--- src/rtl/rfm_pkg.sv ---
// Shared types for the reciprocal frequency counter.
package rfm_pkg;
    // Measurement sequencer states.
    typedef enum logic [1:0] {
        ST_IDLE  = 2'd0,
        ST_ARMED = 2'd1,
        ST_MEAS  = 2'd2
    } rfm_state_e;

    // Per-cycle control strobes from the sequencer.
    typedef struct packed {
        logic gate_clr;   // restart the gate timer
        logic cnt_clr;    // zero both window counters
        logic stop;       // window closed: latch results
        logic tmo;        // measurement abandoned
    } rfm_ctl_t;
endpackage

--- src/rtl/rfm_edge_sync.sv ---
// Brings an asynchronous input into the clock domain through STAGES flops.
// Flags a rising edge for one cycle.
// Assumes the input stays high and low for at least one clock each.
module rfm_edge_sync #(
    parameter int STAGES = 2
) (
    input  logic clk,
    input  logic rst_n,
    input  logic async_in,
    output logic rise
);
    localparam int DEPTH = STAGES + 1;

    logic [DEPTH-1:0] shr;

    // Shift chain: synchroniser stages plus one history flop for edge detect.
    always_ff @(posedge clk) begin
        if (!rst_n) shr <= '0;
        else        shr <= {shr[DEPTH-2:0], async_in};
    end

    assign rise = shr[DEPTH-2] & ~shr[DEPTH-1];
endmodule

--- src/rtl/rfm_gate_timer.sv ---
// Nominal gate timer.
// Counts reference cycles after a clear and saturates once gate_len is reached.
// Assumes gate_len is held stable while a measurement runs.
module rfm_gate_timer #(
    parameter int GATE_W = 16
) (
    input  logic              clk,
    input  logic              rst_n,
    input  logic              clr,
    input  logic              en,
    input  logic [GATE_W-1:0] gate_len,
    output logic              done
);
    logic [GATE_W-1:0] cnt;

    assign done = (cnt >= gate_len);

    // Count up from a clear until the programmed length is reached.
    always_ff @(posedge clk) begin
        if (!rst_n)           cnt <= '0;
        else if (clr)         cnt <= '0;
        else if (en && !done) cnt <= cnt + 1'b1;
    end
endmodule

--- src/rtl/rfm_win_counters.sv ---
// Window counters and result registers.
// ref_cnt counts reference cycles and cyc_cnt counts input edges.
// Both are latched (+1, covering the closing cycle and edge) on stop.
// Assumes max_win is non-zero and held stable during a measurement.
module rfm_win_counters #(
    parameter int REF_W = 24
) (
    input  logic             clk,
    input  logic             rst_n,
    input  logic             clr,
    input  logic             run,
    input  logic             sig_step,
    input  logic             latch,
    input  logic [REF_W-1:0] max_win,
    output logic             win_full,
    output logic [REF_W-1:0] res_cycles,
    output logic [REF_W-1:0] res_ref
);
    localparam int EXT_W = REF_W + 1;

    logic [REF_W-1:0] ref_cnt;
    logic [REF_W-1:0] cyc_cnt;
    logic [EXT_W-1:0] ref_next;

    assign ref_next = {1'b0, ref_cnt} + 1'b1;
    assign win_full = (ref_next == {1'b0, max_win});

    // Reference cycle counter: runs whenever a measurement is pending.
    always_ff @(posedge clk) begin
        if (!rst_n)   ref_cnt <= '0;
        else if (clr) ref_cnt <= '0;
        else if (run) ref_cnt <= ref_next[REF_W-1:0];
    end

    // Input edge counter: counts edges inside an open window.
    always_ff @(posedge clk) begin
        if (!rst_n)        cyc_cnt <= '0;
        else if (clr)      cyc_cnt <= '0;
        else if (sig_step) cyc_cnt <= cyc_cnt + 1'b1;
    end

    // Result registers: capture both counts on the closing edge.
    always_ff @(posedge clk) begin
        if (!rst_n) begin
            res_cycles <= '0;
            res_ref    <= '0;
        end else if (latch) begin
            res_cycles <= cyc_cnt + 1'b1;
            res_ref    <= ref_next[REF_W-1:0];
        end
    end
endmodule

--- src/rtl/rfm_window_ctrl.sv ---
// Measurement sequencer: idle -> armed (gate running, waiting for the opening
// edge) -> measuring (waiting for an edge after the gate has elapsed).
// Issues clear/stop/timeout strobes and registers the valid and timeout
// pulses. Assumes rise is a single-cycle strobe.
module rfm_window_ctrl
    import rfm_pkg::*;
(
    input  logic     clk,
    input  logic     rst_n,
    input  logic     arm,
    input  logic     cont_mode,
    input  logic     rise,
    input  logic     gate_done,
    input  logic     win_full,
    output rfm_ctl_t ctl,
    output logic     busy,
    output logic     sig_step,
    output logic     res_valid,
    output logic     timeout
);
    rfm_state_e state, state_nx;

    // Next-state and strobe decode.
    always_comb begin
        state_nx = state;
        ctl      = '0;
        sig_step = 1'b0;
        unique case (state)
            ST_IDLE: begin
                if (arm || cont_mode) begin
                    state_nx     = ST_ARMED;
                    ctl.gate_clr = 1'b1;
                    ctl.cnt_clr  = 1'b1;
                end
            end
            ST_ARMED: begin
                if (rise) begin
                    state_nx    = ST_MEAS;
                    ctl.cnt_clr = 1'b1;
                end else if (win_full) begin
                    ctl.tmo = 1'b1;
                    if (cont_mode) begin
                        ctl.gate_clr = 1'b1;
                        ctl.cnt_clr  = 1'b1;
                    end else begin
                        state_nx = ST_IDLE;
                    end
                end
            end
            ST_MEAS: begin
                if (rise && gate_done) begin
                    ctl.stop = 1'b1;
                    if (cont_mode) begin
                        ctl.gate_clr = 1'b1;
                        ctl.cnt_clr  = 1'b1;
                    end else begin
                        state_nx = ST_IDLE;
                    end
                end else if (win_full) begin
                    ctl.tmo = 1'b1;
                    if (cont_mode) begin
                        state_nx     = ST_ARMED;
                        ctl.gate_clr = 1'b1;
                        ctl.cnt_clr  = 1'b1;
                    end else begin
                        state_nx = ST_IDLE;
                    end
                end else if (rise) begin
                    sig_step = 1'b1;
                end
            end
            default: state_nx = ST_IDLE;
        endcase
    end

    assign busy = (state != ST_IDLE);

    // State register.
    always_ff @(posedge clk) begin
        if (!rst_n) state <= ST_IDLE;
        else        state <= state_nx;
    end

    // Registered result and timeout strobes, aligned with the result latch.
    always_ff @(posedge clk) begin
        if (!rst_n) begin
            res_valid <= 1'b0;
            timeout   <= 1'b0;
        end else begin
            res_valid <= ctl.stop;
            timeout   <= ctl.tmo;
        end
    end
endmodule

--- src/rtl/recip_freq_meter.sv ---
// Reciprocal frequency counter core.
// Counts input edges and reference cycles over a window that opens and closes
// on input edges, with the nominal length set by a gate timer.
// Assumes gate_len and max_win change only while idle.
module recip_freq_meter
    import rfm_pkg::*;
#(
    parameter int REF_W     = 24,
    parameter int GATE_W    = 16,
    parameter int SYNC_DEPTH = 2
) (
    input  logic              clk,
    input  logic              rst_n,
    input  logic              sig_in,
    input  logic              arm,
    input  logic              cont_mode,
    input  logic [GATE_W-1:0] gate_len,
    input  logic [REF_W-1:0]  max_win,
    output logic              res_valid,
    output logic [REF_W-1:0]  res_cycles,
    output logic [REF_W-1:0]  res_ref,
    output logic              timeout
);
    logic     rise;
    logic     gate_done;
    logic     win_full;
    logic     busy;
    logic     sig_step;
    rfm_ctl_t ctl;

    rfm_edge_sync #(.STAGES(SYNC_DEPTH)) sync_i (
        .clk      (clk),
        .rst_n    (rst_n),
        .async_in (sig_in),
        .rise     (rise)
    );

    rfm_gate_timer #(.GATE_W(GATE_W)) gate_i (
        .clk      (clk),
        .rst_n    (rst_n),
        .clr      (ctl.gate_clr),
        .en       (busy),
        .gate_len (gate_len),
        .done     (gate_done)
    );

    rfm_win_counters #(.REF_W(REF_W)) cnt_i (
        .clk        (clk),
        .rst_n      (rst_n),
        .clr        (ctl.cnt_clr),
        .run        (busy),
        .sig_step   (sig_step),
        .latch      (ctl.stop),
        .max_win    (max_win),
        .win_full   (win_full),
        .res_cycles (res_cycles),
        .res_ref    (res_ref)
    );

    rfm_window_ctrl ctrl_i (
        .clk       (clk),
        .rst_n     (rst_n),
        .arm       (arm),
        .cont_mode (cont_mode),
        .rise      (rise),
        .gate_done (gate_done),
        .win_full  (win_full),
        .ctl       (ctl),
        .busy      (busy),
        .sig_step  (sig_step),
        .res_valid (res_valid),
        .timeout   (timeout)
    );
endmodule

--- config.mk ---
export PLATFORM = sky130hd
export DESIGN_NAME = recip_freq_meter
export DESIGN_NICKNAME = d
export VERILOG_FILES = /design/src/rtl/rfm_pkg.sv /design/src/rtl/rfm_edge_sync.sv /design/src/rtl/rfm_gate_timer.sv /design/src/rtl/rfm_win_counters.sv /design/src/rtl/rfm_window_ctrl.sv /design/src/rtl/recip_freq_meter.sv
export SDC_FILE = /design/constraint.sdc
export NUM_CORES = 1
export LEC_CHECK = 0
export BUFFER_PORTS_ARGS = -buffer_cell sky130_fd_sc_hd__buf_2
export CAP_MARGIN = 20
export CORE_AREA = 3 3 183 114
export DETAILED_ROUTE_END_ITERATION = 12
export DIE_AREA = 0 0 186 117
export GPL_ROUTABILITY_DRIVEN = 1
export PLACE_DENSITY_LB_ADDON = 0.08
export SLEW_MARGIN = 20
export SYNTH_ARGS = -nofsm -noshare
export SYNTH_HDL_FRONTEND = slang
export SYNTH_HIERARCHICAL = 1
export SYNTH_SLANG_ARGS = --single-unit
export TNS_END_PERCENT = 30
--- constraint.sdc ---
create_clock -name clk -period 4.4 [get_ports clk]
set_input_delay 1.1 -clock clk [delete_from_list [all_inputs] [get_ports clk]]
set_output_delay 1.1 -clock clk [all_outputs]
set_load 0.05 [all_outputs]
==> impl_metrics.json, run 1 <==
{
  "clkSinkCount": 119,
  "setup.worst_path.start": "cnt_i/ref_cnt[6]",
  "power_per_cell_area_nw_per_um2": 341,
  "die_w_um": 186,
  "r2r_setup_slack_ns": 0.43,
  "h-tree-depth": 4,
  "synth.area.top_cells": "dfxtp_1, xnor2_1, xor2_1, nor2_1, ha_1",
  "slowest_delay_ns": 0.56,
  "yosysTopAreaCell": "dfxtp_1",
  "drc": 0,
  "syn_inst": 791,
  "place_hpwl_um": 13200,
  "design.core.area_sq_um": 19000,
  "io_pins": 95,
  "synth_seq_cells": 119,
  "period_minus_slack_ns": 3.97,
  "cts_hold_buf": 0,
  "status": "completed",
  "drv_cap": 0,
  "cp-endpoint": "gate_i/cnt[8]",
  "drt-initial-drc-count": 408,
  "yosysUniqueCellTypes": 69,
  "leakage_nw": 3.01,
  "gp_congestion": 0.853,
  "crit_chain": "nand4_4 > or3_2 > nor3_2 > o2bb2ai_1 > nor4_1 > nand4_1 > nor4_2 > buf_4 > a21oi_1 > o21ai_1 > o21ai_1 > a21oi_1 > nor2b_1 > buf_4 > o311ai_0 > o41ai_1",
  "synth-edff-count": 0,
  "wl_um": 17900,
  "area_growth_pct": 19.0,
  "ir_worst_vdd_mv": 0.284,
  "cp_max_fo": 18,
  "ant_nets": 0,
  "num_antenna_cells": 0,
  "cpLargestDelayFamily": "simple AND/OR/NAND/NOR gates",
  "insertion_delay_ns": 0.42,
  "crit_buf_inv": 2,
  "die_h_um": 117,
  "rows": 39,
  "fmax_mhz": 252,
  "dieArea_sq_um": 21800,
  "r2r-end": "gate_i/cnt[8]",
  "place_area_sq_um": 7380,
  "antenna_found_initial": 0,
  "r2r_cells": 16,
  "post_cts_buffers": 0,
  "clock_path_buffers": 2,
  "post_drt_wl_per_cell_um": 15.7,
  "worstMarginPinSlew_ns": 0.832,
  "rsz0062_at_grt": "no",
  "synth_area_sq_um": 6680,
  "vias": 5707,
  "start_util": 0.351,
  "fillers": 1912,
  "startpoint_type": "register",
  "grt_usage": 0.171,
  "fin_setup_tns_ns": 0,
  "io_buffer_count": 94,
  "maxSlewViolCount": 0,
  "r2r-start": "cnt_i/ref_cnt[6]",
  "fin_skew_ns": 0.0144,
  "synthesis.nets": 860,
  "design_area_sq_um": 7950,
  "synth-main-ff-cell": "dfxtp_1",
  "utilization": 0.418,
  "grt_max_degree": 56,
  "first_global_vias": 5546,
  "drive_gt1_frac": 0.189,
  "finalCritPeriodShare": 0.902,
  "cts_tree": "done",
  "cp.required_ns": 4.67,
  "setup_violations": 0,
  "grt_pass1_wl_um": 29300,
  "cts_made_buffers": 17,
  "critical_path_arrival_ns": 4.24,
  "clkSlewWorstSetupHoldPaths_ns": 0.06,
  "grt_overflow": 0,
  "ys_seq_area_frac": 0.357,
  "path_class": "reg2reg",
  "slew_headroom": 0.440,
  "hp-class": "reg2reg",
  "yosys.cell_count.top_type": "dfxtp_1",
  "synth_top_area_share": 0.357,
  "hold_viol_final": 0,
  "async_reset_ff_frac": 0,
  "cts-root-buf": "clkbuf_16",
  "ys_warn_count": 6,
  "cts_resized": 0,
  "synth.avg_cell_area_sq_um": 8.45,
  "via_per_inst": 5.03,
  "slowest_stage": "or3_2",
  "path_depth": 16,
  "yosys-top-cells-count": "dfxtp_1, nor2_1, nand2_1",
  "dr.pass1.iters": 4,
  "layout.nets": 944,
  "crit_path_end_kind": "register"
}
## logic make-up (layout without fill, tap and decap cells)
logic type | count (synthesis) | after routing | synth area share
buffers and inverters | 78 | 175 | 0.0554
muxes | 17 | 17 | 0.0257
DFF | 119 | 119 | 0.357
AOI/OAI and AO/OA | 120 | 120 | 0.126
xor gates and xnor gates | 111 | 111 | 0.146
and+or+nand+nor | 322 | 322 | 0.246
adders and majority gates | 24 | 24 | 0.0450
## sequential cells by signal, summed over array words and instances, names as in the netlist
name,cells
cnt_i/cyc_cnt,24
ctrl_i/state,2
cnt_i/ref_cnt,24
ctrl_i/timeout,1
ctrl_i/res_valid,1
sync_i/shr,3
cnt_i/res_cycles,24
cnt_i/res_ref,24
gate_i/cnt,16
## report_power, final
| part | total (W) | switching, W | internal, W |
|---|---|---|---|
| registers | 0.00110 | 0.0000139 | 0.00109 |
| clock network | 0.00133 | 0.000536 | 0.000796 |
| logic | 0.000281 | 0.000172 | 0.000108 |
| total | 0.00271 | 0.000722 | 0.00199 |
## layout make-up
cell class | instances | area [sq um] | share of cell area
inverters | 30 | 113 | 0.0142
repair buffers | 113 | 638 | 0.0803
clock inverters | 13 | 124 | 0.0156
multi-input cells | 594 | 3940 | 0.496
clock buffers | 19 | 443 | 0.0557
flip-flops and latches | 119 | 2380 | 0.300
well taps | 246 | 308 | 0.0387
## layout by cell type (no fill, tap or decap), drive strengths merged, types with 3 or more instances in the layout
master and n:
xnor2 56, o21ai 17, and4 7, clkbuf 19, nand3 29, o31ai 5
o311ai 4, or3 5, inv 32, buf 113, o22ai 5, ha 24
nand2 61, a311oi 4, o41ai 3, or2 5, nor4 7, a21o 3
nand4 29, nor3 9, xor2 55, nand2b 14, clkinv 7, or4 6
mux2i 16, and2 10, clkinvlp 3, nor2 113, a21oi 20, dfxtp 119
a211oi 39, nor2b 5, and3 19
## how the worst min path moves through the flow
stage | slack, ns | startpoint | depth (start not counted) | to
after floorplan | 0.41 | sync_i/shr[0] | 1 | sync_i/shr[1]
after global placement | 0.43 | sync_i/shr[0] | 1 | sync_i/shr[1]
after detailed placement | 0.43 | sync_i/shr[0] | 1 | sync_i/shr[1]
after CTS | 0.45 | sync_i/shr[0] | 1 | sync_i/shr[1]
after global routing | 0.47 | sync_i/shr[0] | 1 | sync_i/shr[1]
final | 0.44 | sync_i/shr[0] | 1 | sync_i/shr[1]
## stage by stage
step | setup WS [ns] | hold slack (ns) | total power [W] | std cells
4_1_cts | 0.457 | 0.451 | 0.00275 | 1134
3_3_place_gp | 0.484 | 0.429 | 0.00140 | 1102
3_5_place_dp | 0.361 | 0.431 | 0.00140 | 1102
6_report | 0.433 | 0.443 | 0.00271 | 1134
5_1_grt | 0.108 | 0.472 | 0.00284 | 1134
2_1_floorplan | 0.617 | 0.412 | 0.00130 | 791
## per-layer routing
| metal | track usage | share of wire | vias up | wire length, um |
|---|---|---|---|---|
| met5 | 0 | 0 | - | 0 |
| li1 | - | - | 2934 | - |
| met1 | 0.268 | 0.56 | 2652 | 9970 |
| met4 | 0.0481 | 0.0097 | 0 | 173 |
| met3 | 0.0423 | 0.050 | 12 | 892 |
| met2 | 0.225 | 0.38 | 109 | 6820 |
(Power assumes the default switching activity.)
==> run 2, diff against run 1 <==
--- a/config.mk
+++ b/config.mk
@@ -7,14 +7,14 @@
 export LEC_CHECK = 0
 export BUFFER_PORTS_ARGS = -buffer_cell sky130_fd_sc_hd__buf_2
 export CAP_MARGIN = 20
-export CORE_AREA = 3 3 183 114
+export CORE_AREA = 3 3 147 92
 export DETAILED_ROUTE_END_ITERATION = 12
-export DIE_AREA = 0 0 186 117
+export DIE_AREA = 0 0 150 95
 export GPL_ROUTABILITY_DRIVEN = 1
 export PLACE_DENSITY_LB_ADDON = 0.08
+export RECOVER_POWER = 50
 export SLEW_MARGIN = 20
 export SYNTH_ARGS = -nofsm -noshare
 export SYNTH_HDL_FRONTEND = slang
-export SYNTH_HIERARCHICAL = 1
 export SYNTH_SLANG_ARGS = --single-unit
 export TNS_END_PERCENT = 30
==> run 2 against run 1 <==
The run now ends with max-capacitance violations, max-slew violations left. Hold slack got worse by 0.0051 ns. Via count increased by 13%. Die area decreased by 35%. Critical path type unchanged. Largest cell class unchanged. Largest power group unchanged.
==> impl_metrics.json, run 2 <==
{
  "status": "finished with violations",
  "violations": "max-capacitance violations, max-slew violations",
  "design.core.area_sq_um": 12100,
  "yosysUniqueCellTypes": 66,
  "ant_nets": 0,
  "power_per_cell_area_nw_per_um2": 334,
  "rows": 31,
  "io_buffer_count": 94,
  "leakage_nw": 3.57,
  "synth_area_sq_um": 7090,
  "place_hpwl_um": 13600,
  "setup_violations": 0,
  "syn_inst": 840,
  "async_reset_ff_frac": 0,
  "swShare": 0.247,
  "synth_top_family_by_area": "simple AND/OR/NAND/NOR gates",
  "grt_pass1_wl_um": 29900,
  "whs_ns": 0.438,
  "setup_slack_ns": 0.448,
  "hold_viol_final": 0,
  "intPower_w": 0.00206,
  "layout.nets": 976,
  "period_minus_slack_ns": 3.95,
  "fmax_mhz": 253,
  "clock_path_buffers": 2,
  "first_global_vias": 5906,
  "cts-root-buf": "clkbuf_16",
  "synth-edff-count": 0,
  "dieArea_sq_um": 14300,
  "synthesis.nets": 908,
  "h-tree-depth": 4,
  "slew_headroom": -0.249,
  "synth.area.top_cells": "dfxtp_1, xnor2_1, o211a_1, nand2_1, xor2_1",
  "num_antenna_cells": 0,
  "die_w_um": 150,
  "final_common_cell": "dfxtp_1",
  "cts_resized": 0,
  "p_total_w": 0.00273,
  "synth_seq_cells": 119,
  "cts_hold_buf": 0,
  "finalCritPeriodShare": 0.898,
  "clkSinkCount": 119,
  "path_class": "reg2reg",
  "drt-initial-drc-count": 537,
  "via_per_inst": 5.95,
  "drive_gt1_frac": 0.123,
  "wl_um": 18800,
  "place_ws_ns": 0.428,
  "dr.pass1.iters": 7,
  "synth_top_area_share": 0.336,
  "seq_power_share": 0.399,
  "synth-simple-area-share": 0.271,
  "area_growth_pct": 15.2,
  "ys_seq_area_frac": 0.336,
  "yosys-top-cells-count": "dfxtp_1, nand2_1, xnor2_1",
  "power.share.combinational": 0.073,
  "cp_max_fo": 40,
  "fin_skew_ns": 0.00849,
  "fin_setup_tns_ns": 0,
  "worstMarginPinSlew_ns": 1.87,
  "yosysTopAreaCell": "dfxtp_1",
  "yosys.cell_count.top_type": "dfxtp_1",
  "critical_path_arrival_ns": 4.25,
  "synth_xor_area_frac": 0.142,
  "crit_path_end_kind": "register",
  "start_util": 0.586,
  "ir_worst_vdd_mv": 0.255,
  "vias": 6458,
  "rsz0062_at_grt": "no",
  "drv_cap": 1,
  "synth-main-ff-cell": "dfxtp_1",
  "gp_congestion": 0.995,
  "insertion_delay_ns": 0.41,
  "ys_warn_count": 0,
  "post_cts_buffers": 0,
  "grt_usage": 0.265,
  "grt_max_degree": 42,
  "synthMuxAreaShare": 0.00565,
  "power_switching_w": 0.000675,
  "synth_fa_ha_area_frac": 0.0406,
  "cp.required_ns": 4.70,
  "fillers": 1010,
  "antenna_found_initial": 0,
  "clkSlewWorstSetupHoldPaths_ns": 0.06,
  "hp-class": "reg2reg",
  "synth_compound_area_frac": 0.155,
  "pwr-share-clk": 0.528,
  "die_h_um": 95,
  "synth.avg_cell_area_sq_um": 8.44,
  "layout_common_cells": "dfxtp_1, nand2_1, xnor2_1",
  "io_pins": 95,
  "post_drt_wl_per_cell_um": 17.3,
  "maxSlewViolCount": 42,
  "grt_overflow": 0,
  "drc": 0,
  "cts_tree": "done",
  "startpoint_type": "register",
  "cts_made_buffers": 17
}
-- run 2: cell types whose count changed after synthesis, sizes merged, moves of 9 or more --
cell    before  now
or3          5   21
o21ai       17   27
a211oi      39    1
xor2        55   38
nor3         9   23
buf         14   23
o211a        0   46
inv         30   19
a21oi       20   35
nor2       113   60
mux2i       16    4
nand2       61   96
nand3       29   45
-- run 2: area by class of cell --
cell class,instances,area [sq um],share of cell area
clock buffer,18,429,0.0525
sequential,119,2380,0.292
inverter,19,71.3,0.00873
multi-input combinational,641,4360,0.534
timing repair buffer,110,547,0.0669
tap,165,206,0.0253
clock inverter,14,174,0.0213
-- run 2: power by group through the flow --
stage          Combinational, W  Clock, W  Sequential (W)
2_1_floorplan          0.000132         0         0.00111
3_3_place_gp           0.000190         0         0.00111
4_1_cts                0.000195   0.00146         0.00109
6_report               0.000199   0.00144         0.00109
3_5_place_dp           0.000193         0         0.00111
5_1_grt                0.000217   0.00151         0.00109
-- run 2: final timing paths --
check / startpoint / endpoint / slack [ns] / cells after the start
worst max-delay path: cnt_i.ref_cnt[0] / cnt_i.cyc_cnt[14] / 0.45 / 10
worst max register to register: cnt_i.ref_cnt[0] / cnt_i.cyc_cnt[14] / 0.45 / 10
worst min-delay path: sync_i.shr[0] / sync_i.shr[1] / 0.44 / 1
worst min register to register: sync_i.shr[0] / sync_i.shr[1] / 0.44 / 1
-- run 2: per-layer routing --
| layer | wire length (um) | vias to the layer above | part of all wire | track usage |
|---|---|---|---|---|
| met5 | 0 | - | 0 | 0 |
| met4 | 119 | 0 | 0.0063 | 0.0518 |
| met3 | 1700 | 15 | 0.091 | 0.0767 |
| met2 | 7670 | 265 | 0.41 | 0.373 |
| met1 | 9260 | 3058 | 0.49 | 0.402 |
| li1 | - | 3120 | - | - |
-- run 2: stage by stage --
step / instance area (sq um) / std cells / utilization
after CTS: 8250 / 1086 / 0.681
final: 8170 / 1086 / 0.675
after detailed placement: 7640 / 1054 / 0.632
after global placement: 7640 / 1054 / 0.632
after global routing: 8170 / 1086 / 0.675
after floorplan: 7090 / 840 / -
-- run 2: worst max-delay path, cell delays in order, from the launching register on --
cell and delay (ns):
dfxtp_1 0.55, ha_1 0.27, nand3_1 0.35, or4_1 0.84, nor2_4 0.21, xnor2_1 0.15, o21ai_0 0.20, nor4b_4 0.56
a31o_2 0.28, buf_12 0.22, o21ba_2 0.19
-- run 2: kinds of logic after synthesis --
group	after synthesis
and+or+nand+nor	358
AOI/OAI and AO/OA	149
DFF	119
xor gates and xnor gates	107
buffers and inverters	80
adders and majority gates	23
muxes	4
